<file path="src/rtl/dfa_search.sv">
module dfa_search #(
   parameter int N_STATES = 8,
   parameter int IDX_W    = $clog2(N_STATES)
) (
   input  logic                  clk,
   input  logic                  rst_n,
   input  logic                  start,
   input  logic                  compl_mode,
   input  logic [IDX_W-1:0]      start_idx,
   input  logic [N_STATES-1:0]   final_mask,
   input  logic [N_STATES-1:0]   succ,
   output logic [N_STATES-1:0]   frontier,
   output logic                  busy,
   output logic                  done,
   output logic                  empty
);

   localparam int ITER_W = $clog2(N_STATES + 2);

   logic [N_STATES-1:0] visited_q;
   logic [N_STATES-1:0] accept_q;
   logic [ITER_W-1:0]   iter_q;
   logic                launch;
   logic                hit_final;
   logic                dry;

   assign launch    = start && !busy;
   assign hit_final = |(frontier & accept_q);
   assign dry       = (frontier == '0);

   always_ff @(posedge clk) begin
      if (!rst_n) begin
         busy      <= 1'b0;
         done      <= 1'b0;
         empty     <= 1'b0;
         visited_q <= '0;
         frontier  <= '0;
         accept_q  <= '0;
         iter_q    <= '0;
      end else if (launch) begin
         busy      <= 1'b1;
         done      <= 1'b0;
         empty     <= 1'b0;
         visited_q <= N_STATES'(1) << start_idx;
         frontier  <= N_STATES'(1) << start_idx;
         accept_q  <= compl_mode ? ~final_mask : final_mask;
         iter_q    <= '0;
      end else if (busy) begin
         iter_q <= iter_q + 1'b1;
         if (hit_final) begin
            busy  <= 1'b0;
            done  <= 1'b1;
            empty <= 1'b0;
         end else if (dry) begin
            busy  <= 1'b0;
            done  <= 1'b1;
            empty <= 1'b1;
         end else begin
            frontier  <= succ & ~visited_q;
            visited_q <= visited_q | succ;
         end
      end
   end

   AST_VISITED_GROWS: assert property (@(posedge clk) disable iff (!rst_n)
      busy |=> ((visited_q & $past(visited_q)) == $past(visited_q)));
   AST_FRONTIER_FRESH: assert property (@(posedge clk) disable iff (!rst_n)
      (busy && $past(busy)) |-> ((frontier & $past(visited_q)) == '0));
   AST_ITER_BOUND: assert property (@(posedge clk) disable iff (!rst_n)
      busy |-> (32'(iter_q) <= N_STATES));
   AST_DONE_IDLE: assert property (@(posedge clk) disable iff (!rst_n)
      done |-> !busy);
   AST_ZERO_MASK_EMPTY: assert property (@(posedge clk) disable iff (!rst_n)
      (done && accept_q == '0) |-> empty);
   AST_RESULT_HELD: assert property (@(posedge clk) disable iff (!rst_n)
      (done && !start) |=> (done && $stable(empty)));

endmodule

</file>
<file path="config.mk">
export PLATFORM = sky130hd
export DESIGN_NAME = dfa_search
export DESIGN_NICKNAME = d
export VERILOG_FILES = /design/src/rtl/dfa_search.sv
export SDC_FILE = /design/constraint.sdc
export NUM_CORES = 1
export LEC_CHECK = 0
export ABC_AREA = 1
export BUFFER_PORTS_ARGS = -buffer_cell sky130_fd_sc_hd__clkbuf_2
export CORE_MARGIN = 4
export CORE_UTILIZATION = 25
export CTS_CLUSTER_DIAMETER = 200
export DETAILED_ROUTE_END_ITERATION = 12
export REMOVE_ABC_BUFFERS = 1
export SYNTH_ARGS = -nofsm -noshare
export SYNTH_HDL_FRONTEND = slang
export SYNTH_SLANG_ARGS = --single-unit
</file>
<file path="constraint.sdc">
create_clock -name clk -period 1.4 [get_ports clk]
set_input_delay 0.35 -clock clk [delete_from_list [all_inputs] [get_ports clk]]
set_output_delay 0.35 -clock clk [all_outputs]
set_load 0.1 [all_outputs]
</file>
==> impl_metrics.py, run 1 <==
metrics = {
    "synthesis": {
        "async_reset_ff_share_pct": 0,
        "synth_compound_area_share_pct": 13.6,
        "synth_top_area_cell": "dfxtp_1",
        "synth_edf_count": 0,
        "ys.flop_type": "dfxtp_1",
        "yosys-top-cells-area": "dfxtp_1 37%, nand2_1 15%, inv_1 7.9%, nor2_1 7.9%, a21oi_1 6.1%",
        "synth_top_area_share_pct": 36.7,
        "ys_types": 21,
        "synthMuxAreaShare_pct": 0,
        "ys_seq_elements": 27,
        "synthTopCellsByCount": "58 x nand2_1, 31 x inv_1, 31 x nor2_1",
        "synth_fa_ha_area_share_pct": 0,
        "synth_simple_gate_area_share_pct": 33.4,
        "avgSynthCellArea_um2": 6.54,
        "synth_top_family_by_area": "simple AND/OR/NAND/NOR gates",
        "synth_xor_area_share_pct": 4.76,
        "synth_sequential_area_ratio_pct": 36.7,
        "synth_cells": 225,
        "synth.most_common_cell": "nand2_1",
        "syn_area_um2": 1470,
        "yosys_warnings": 0,
    },
    "clocking": {
        "h-tree-depth": 1,
        "postCtsResizedCells": 0,
        "cts_buffers": 3,
        "clock-sinks": 27,
        "cts_tree": "built",
        "clk_pin_slew_ns": 0.10,
        "ctsHoldBuffers": 0,
        "root_buffer": "clkbuf_8",
        "cts_setup_buffers": 0,
        "clk_latency_ns": 0.27,
        "clk_path_buf_depth": 2,
    },
    "power_and_ir_drop": {
        "cellPowerDensity_nw_per_um2": 1810,
        "p_leak_nw": 0.980,
        "p_total_w": 0.00368,
        "vdd_ir_drop_max_mv": 0.725,
    },
    "finish": {
        "multiInputGateArea_um2": 796,
        "drive_gt1_share_pct": 23.2,
        "final_nets": 291,
        "utilization_pct": 36.3,
        "antennaDiodeCount": 0,
        "seqCellArea_um2": 542,
        "final_area_um2": 2040,
        "fillCellCount": 628,
        "area_growth_pct": 38.5,
        "final_cells": 339,
    },
    "routing": {
        "drc": 0,
        "firstDrtPassIters": 4,
        "dr_total_vias": 1465,
        "viasPerCell": 4.32,
        "wl_per_cell_um": 10.7,
        "finalWirelength_um": 3640,
        "drtAntennaViolNets": 0,
        "initialDrtViolationCount": 111,
    },
    "critical_path": {
        "reg2reg_setup_slack_ns": 0.14,
        "rr_startpoint": "busy",
        "cp-start-kind": "register",
        "reg2reg_to": "accept_q[2]",
        "path_max_fanout": 4,
        "critPathCaptureType": "output pin",
        "required_ns": 1.05,
        "r2r_cells": 6,
        "worstSetupPathType": "register to output pin",
        "slowest_delay_ns": 0.40,
        "arrival_ns": 0.98,
        "cpMaxStageDelayCell": "dfxtp_1",
        "cp_cell_sequence": "buf_4 > buf_12",
    },
    "placed_design": {
        "numPortBuffers": 33,
        "dp_cells": 334,
        "hpwl_um": 2780,
        "gp_congestion": 0.819,
        "placed_cell_area_um2": 1950,
    },
    "floorplanning": {
        "start_util_pct": 26.2,
        "fp-row-count": 27,
        "die_w_um": 84.7,
        "die_y_um": 84.7,
        "dieArea_um2": 7180,
        "core_area_um2": 5610,
        "boundaryPins": 34,
    },
    "sta": {
        "final-max-slew-violation-count": 0,
        "timing.hold.ws_ns": 0.353,
        "tightest_slew_ns": 0.361,
        "slew-limit-headroom_pct": 75.7,
        "layout_min_cycle_time_ns": 1.33,
        "max_freq_mhz": 749,
        "setup-violations-final": 0,
        "finalCritPeriodShare_pct": 95.3,
        "finClkSkew_ns": 0.00357,
        "finalHoldViolations": 0,
        "rsz0062_at_grt": "no",
    },
    "global_route": {
        "track_usage_pct": 10.2,
        "grt_pass1_wl_um": 6180,
        "grt_pass1_vias": 1383,
        "grt.overflow.total": 0,
        "antenna_found_initial": 0,
        "grt_max_degree": 27,
    },
    "hold_path": {
        "hold_start": "final_mask[4]",
        "min_to": "accept_q[4]",
        "hp-class": "primary input to register",
        "whs_path_depth": 3,
    },
    "status": {
        "outcome": "finished, final reports clean",
    },
    "job": {
        "maxCapViolCount": 0,
    },
}
## how the worst max path moves through the flow
stage,from,end,slack (ns)
5_1_grt,frontier[3],frontier[3],0.006
2_1_floorplan,busy,frontier[1],-0.56
6_report,frontier[3],frontier[3],0.07
4_1_cts,frontier[2],frontier[5],0.0001
3_3_place_gp,frontier[2],frontier[6],0.02
3_5_place_dp,start,frontier[5],0.02
## per-stage QoR
step / TNS, ns / setup WS, ns
5_1_grt: 0 / 0.00553
2_1_floorplan: -12.66 / -0.557
3_3_place_gp: 0 / 0.0203
4_1_cts: 0 / 0.000148
6_report: 0 / 0.0656
3_5_place_dp: 0 / 0.0187
## sequential cells by signal, indices dropped and copies added, names as in the netlist
name,count
frontier,8
empty,1
busy,1
done,1
visited_q,8
accept_q,8
## cells in the final DEF (no fill, tap or decap)
cell type and instances:
nand2_4 3, nand2_1 57, dfxtp_1 26, buf_12 12
nand2_2 2, or2_2 1, nor2_2 1, nor2_4 2
nor2_1 29, nand4_1 11, o21ai_0 9, xnor2_1 8
o21bai_1 1, nand3_4 1, a21oi_1 18, dfxtp_2 1
clkbuf_8 3, clkbuf_2 22, nand3_1 7, inv_6 1
buf_4 12, inv_1 31, o31ai_1 7, inv_2 1
o21ai_1 1
## worst max-delay path, delay by kind of cell, from the launching register on
kind	cells	cell delay, ns
buffers and inverters	2	0.30
DFF	1	0.40
## cells by family (layout without fill, tap and decap cells)
logic type | after synthesis | in the layout
buffers and inverters | 41 | 82
AOI/OAI and AO/OA | 36 | 36
DFF | 27 | 27
xor gates and xnor gates | 8 | 8
and+or+nand+nor | 113 | 114
## layer usage
layer | global-route usage (%) | up-vias | share of wire, %
met2 | 16.9 | 21 | 47
met3 | 2.26 | 2 | 3.4
met5 | 0 | - | 0
met4 | 1.73 | 0 | 0.55
met1 | 13.9 | 647 | 49
li1 | - | 795 | -
## final cells by class
class | instances | area share, %
well taps | 72 | 4.42
flip-flops and latches | 27 | 26.6
repair buffers | 46 | 21.6
inverters | 32 | 5.89
clock inverters | 1 | 0.430
multi-input cells | 158 | 39.0
clock buffers | 3 | 2.03
## report_power, final
group | switching [W] | internal, W
Sequential | 0.000109 | 0.000932
Combinational | 0.00137 | 0.000787
Clock | 0.000269 | 0.000209
Total | 0.00175 | 0.00193
Note: power is estimated with default switching activity, not from simulation.
==> run 2: changes to the inputs <==
- CORE_ASPECT_RATIO: default -> 0.5
==> impl_metrics.py, run 2 (same netlist as run 1, synthesis figures left out) <==
metrics = {
    "clocking": {
        "h-tree-depth": 1,
        "clk_path_buf_depth": 2,
        "clk_pin_slew_ns": 0.06,
        "root_buffer": "clkbuf_16",
        "cts_tree": "built",
        "ctsHoldBuffers": 0,
        "clock-sinks": 27,
        "clk_latency_ns": 0.26,
        "cts_buffers": 3,
    },
    "finish": {
        "final_nets": 291,
        "largestRegisters": "accept_q: 8 flops, frontier: 8 flops, visited_q: 8 flops",
        "drive_gt1_share_pct": 23.6,
        "antennaDiodeCount": 0,
        "area_growth_pct": 40.1,
        "seqCellArea_um2": 541,
        "multiInputGateArea_um2": 796,
        "final_common_cell": "nand2_1",
        "final_area_um2": 2060,
        "fillCellCount": 551,
        "mostFrequentLayoutCells": "57 x nand2_1, 31 x inv_1, 27 x nor2_1, 27 x dfxtp_1, 22 x clkbuf_2",
    },
    "floorplanning": {
        "die_w_um": 116,
        "die_y_um": 62.3,
        "core_area_um2": 5590,
        "boundaryPins": 34,
        "dieArea_um2": 7250,
        "fp-row-count": 19,
        "start_util_pct": 26.3,
    },
    "power_and_ir_drop": {
        "vdd_ir_drop_max_mv": 0.574,
        "power.share.switching_pct": 45.4,
        "p_switching_w": 0.00174,
        "pwr-share-seq_pct": 27.1,
        "p_leak_nw": 0.987,
        "p_clk_share_pct": 16.8,
        "p_int_w": 0.00210,
        "pwr-share-comb_pct": 56.2,
        "cellPowerDensity_nw_per_um2": 1860,
    },
    "routing": {
        "firstDrtPassIters": 4,
        "drc": 0,
        "viasPerCell": 4.27,
        "finalWirelength_um": 3690,
        "dr_total_vias": 1452,
        "drtAntennaViolNets": 0,
        "initialDrtViolationCount": 61,
        "wl_per_cell_um": 10.9,
    },
    "sta": {
        "layout_min_cycle_time_ns": 1.31,
        "finClkSkew_ns": 0.00396,
        "finalCritPeriodShare_pct": 93.2,
        "timing.hold.ws_ns": 0.380,
        "max_freq_mhz": 766,
        "finalHoldViolations": 0,
        "finalSetupTns_ns": 0,
        "rsz0062_at_grt": "no",
        "final-max-slew-violation-count": 0,
        "tightest_slew_ns": 0.419,
        "setup-violations-final": 0,
        "slew-limit-headroom_pct": 72.1,
    },
    "critical_path": {
        "cp-start-kind": "register",
        "arrival_ns": 0.96,
        "path_delay_family": "flip-flops",
        "path_max_fanout": 3,
        "slowest_delay_ns": 0.38,
        "required_ns": 1.05,
        "worstSetupPathType": "register to output pin",
        "cp_cell_sequence": "buf_4 > buf_12",
        "critPathCaptureType": "output pin",
        "cpMaxStageDelayCell": "dfxtp_1",
        "timing.critical_path.buf_inv": 2,
    },
    "status": {
        "outcome": "finished, final reports clean",
    },
    "global_route": {
        "grt_max_degree": 23,
        "grt_pass1_wl_um": 6310,
        "track_usage_pct": 10.4,
        "grt_pass1_vias": 1458,
        "grt.overflow.total": 0,
        "antenna_found_initial": 0,
    },
    "placed_design": {
        "hpwl_um": 2900,
        "numPortBuffers": 33,
        "placed_cell_area_um2": 1930,
        "gp_congestion": 0.747,
    },
    "job": {
        "maxCapViolCount": 0,
    },
    "hold_path": {
        "hp-class": "primary input to register",
    },
}
[run 2: cell count changes in the layout (fill, tap and decap cells not counted), sizes merged]
cell	change
clkinv	+1
inv	-1
[run 2: layer usage]
layer | up-vias | share of wire, % | track usage, %
met3 | 4 | 1.8 | 1.84
met4 | 0 | 1.2 | 4.20
met2 | 10 | 51 | 17.7
li1 | 797 | - | -
met5 | - | 0 | 0
met1 | 641 | 46 | 13.0
[run 2: path summary, 6_finish.rpt]
kind	depth (start not counted)	to	slack [ns]	start
setup / recovery	2	frontier[3]	0.09	frontier[3]
hold / removal	3	accept_q[5]	0.38	final_mask[5]
setup reg to reg	8	frontier[0]	0.12	busy
hold reg to reg	2	visited_q[4]	0.44	visited_q[4]
[run 2: area by class of cell]
class | count | area share (%)
multi-input combinational | 158 | 38.6
sequential | 27 | 26.2
timing repair buffer | 46 | 20.8
inverter | 32 | 6.07
tap | 73 | 4.43
clock buffer | 3 | 3.64
clock inverter | 1 | 0.243
[run 2: worst reg2reg max path: stages, from the launching register on]
cell and delay (ns):
dfxtp_1 0.33, inv_1 0.07, nand2_4 0.17, buf_4 0.21
nor2_1 0.07, nor2_1 0.09, nand4_1 0.11, nand2_1 0.09
nor2_1 0.04
[run 2: what timing repair did]
| item | CTS | global route |
|---|---|---|
| setup endpoints to repair | 0 | 24 |
| buffers inserted | 0 | 1 |
| resized for setup | 0 | 12 |
[run 2: metrics by stage]
stage          total power [W]  utilization [%]  setup WS (ns)  std cells
6_report               0.00384             36.9         0.0950        340
4_1_cts                0.00377             36.1         0.0184        338
5_1_grt                0.00407             36.9        0.00969        340
3_5_place_dp           0.00312             34.6        -0.0337        334
2_1_floorplan          0.00236                -         -0.557        216
3_3_place_gp           0.00310             34.6         0.0617        334
[run 2: power by group through the flow]
stage               combinational [W]  clock [W]  sequential [W]
global placement              0.00205          0         0.00105
detailed placement            0.00207          0         0.00106
global route                  0.00231   0.000697         0.00106
CTS                           0.00207   0.000660         0.00104
finish                        0.00216   0.000644         0.00104
floorplan                    0.000689          0         0.00167
==> run 3: changes to the inputs <==
- CORE_ASPECT_RATIO: 0.5 -> default
- CORE_UTILIZATION: 25 -> 45
- PLACE_DENSITY: default -> 0.69
==> impl_metrics.py, run 3 (same netlist as run 1, synthesis figures left out) <==
metrics = {
    "critical_path": {
        "required_ns": 1.05,
        "rr_startpoint": "frontier[2]",
        "reg2reg_setup_slack_ns": 0.05,
        "cp-start-kind": "register",
        "arrival_ns": 1.01,
        "r2r_cells": 9,
        "path_max_fanout": 3,
        "critPathCaptureType": "output pin",
        "reg2reg_to": "frontier[0]",
        "worstSetupPathType": "register to output pin",
    },
    "routing": {
        "viasPerCell": 4.92,
        "drtAntennaViolNets": 0,
        "initialDrtViolationCount": 113,
        "finalWirelength_um": 3390,
        "firstDrtPassIters": 4,
        "dr_total_vias": 1550,
        "drc": 0,
        "wl_per_cell_um": 10.8,
    },
    "global_route": {
        "grt.overflow.total": 0,
        "grt_max_degree": 20,
        "grt_pass1_wl_um": 5750,
        "antenna_found_initial": 0,
        "grt_pass1_vias": 1378,
        "track_usage_pct": 16.8,
    },
    "placed_design": {
        "place_worst_setup_slack_ns": -0.0315,
        "gp_congestion": 0.802,
        "numPortBuffers": 33,
        "hpwl_um": 2600,
        "dp_cells": 306,
    },
    "clocking": {
        "root_buffer": "clkbuf_4",
        "clock-sinks": 27,
        "clk_latency_ns": 0.32,
        "cts_tree": "built",
        "clk_pin_slew_ns": 0.14,
        "cts_buffers": 3,
        "ctsHoldBuffers": 0,
        "h-tree-depth": 1,
        "clk_path_buf_depth": 2,
    },
    "power_and_ir_drop": {
        "p_int_w": 0.00189,
        "power.share.switching_pct": 47.5,
        "p_leak_nw": 0.988,
        "vdd_ir_drop_max_mv": 1.24,
        "pwr-share-seq_pct": 29.3,
        "pwr-share-comb_pct": 61.3,
        "p_switching_w": 0.00172,
        "cellPowerDensity_nw_per_um2": 1780,
        "p_clk_share_pct": 9.3,
    },
    "finish": {
        "final_nets": 295,
        "final_cells": 315,
        "final_common_cell": "nand2_1",
        "antennaDiodeCount": 0,
        "fillCellCount": 296,
        "utilization_pct": 65.2,
        "area_growth_pct": 37.5,
        "drive_gt1_share_pct": 26.9,
        "largestRegisters": "accept_q: 8 flops, frontier: 8 flops, visited_q: 8 flops",
        "mostFrequentLayoutCells": "58 x nand2_1, 31 x inv_1, 26 x nor2_1, 22 x clkbuf_2, 20 x dfxtp_1",
    },
    "hold_path": {
        "min_to": "accept_q[6]",
        "hp-class": "primary input to register",
        "whs_path_depth": 3,
        "hold_start": "final_mask[6]",
    },
    "sta": {
        "finClkSkew_ns": 0.00155,
        "timing.hold.ws_ns": 0.300,
        "worst_slack_ns": 0.0367,
        "slew-limit-headroom_pct": 75.9,
        "max_freq_mhz": 734,
        "final-max-slew-violation-count": 0,
        "rsz0062_at_grt": "yes",
        "finalCritPeriodShare_pct": 97.4,
        "finalSetupTns_ns": 0,
        "setup-violations-final": 0,
        "tightest_slew_ns": 0.362,
        "finalHoldViolations": 0,
        "layout_min_cycle_time_ns": 1.36,
    },
    "floorplanning": {
        "boundaryPins": 34,
        "dieArea_um2": 4250,
        "core_area_um2": 3100,
        "fp-row-count": 20,
        "die_w_um": 65.2,
        "start_util_pct": 47.4,
        "die_y_um": 65.2,
    },
    "job": {
        "maxCapViolCount": 0,
    },
    "status": {
        "outcome": "finished, final reports clean",
    },
}
-- run 3: cell count changes in the layout (fill, tap and decap cells not counted), moves of 2 or more --
cell / change
clkbuf_4: +3
buf_6: +2
dfxtp_2: +7
clkbuf_16: -3
nand2_2: -2
buf_4: +3
dfxtp_1: -7
-- run 3: area by class of cell --
type                       instances  area [um^2]  area share [%]
multi-input combinational        157          795            39.3
sequential                        27          549            27.1
timing repair buffer              51          473            23.4
inverter                          32          125            6.18
tap                               44         55.1            2.72
clock buffer                       4         26.3            1.30
-- run 3: power by group through the flow --
stage	logic [W]	clock network, W	registers, W
6_report	0.00221	0.000337	0.00106
5_1_grt	0.00239	0.000379	0.00108
4_1_cts	0.00211	0.000349	0.00104
3_5_place_dp	0.00206	0	0.00106
3_3_place_gp	0.00204	0	0.00105
2_1_floorplan	0.000689	0	0.00167
-- run 3: how the worst max path moves through the flow --
stage	slack [ns]	cells past startpoint	startpoint	endpoint
after floorplan	-0.56	6	busy	frontier[1]
after global placement	0.05	8	frontier[7]	frontier[6]
after detailed placement	-0.03	8	frontier[7]	frontier[5]
after CTS	0.01	2	frontier[3]	frontier[3]
after global routing	-0.08	9	frontier[3]	frontier[0]
final	0.04	2	frontier[5]	frontier[5]
-- run 3: timing repair --
action	CTS	global route
setup buffers	2	3
gates resized for setup	4	18
pin swaps	1	1
endpoints found under the setup margin	9	26
-- run 3: metrics by stage --
step	instance area, um^2	total power [W]
6_report	2020	0.00361
4_1_cts	1960	0.00350
5_1_grt	2020	0.00385
3_5_place_dp	1910	0.00312
2_1_floorplan	1420	0.00236
3_3_place_gp	1910	0.00309
-- run 3: metal layers --
| metal | up-vias | part of all wire [%] | wire length, um | GRT usage [%] |
|---|---|---|---|---|
| met2 | 37 | 48 | 1620 | 27.9 |
| met1 | 703 | 47 | 1600 | 21.9 |
| met5 | - | 0 | 0 | 0 |
| met4 | 0 | 0.77 | 26 | 4.66 |
| li1 | 806 | - | - | - |
| met3 | 4 | 4.4 | 150 | 3.76 |
-- run 3: critical path, stage by stage, from the launching register on --
cell and delay (ns):
dfxtp_1 0.39, buf_4 0.14, buf_12 0.16
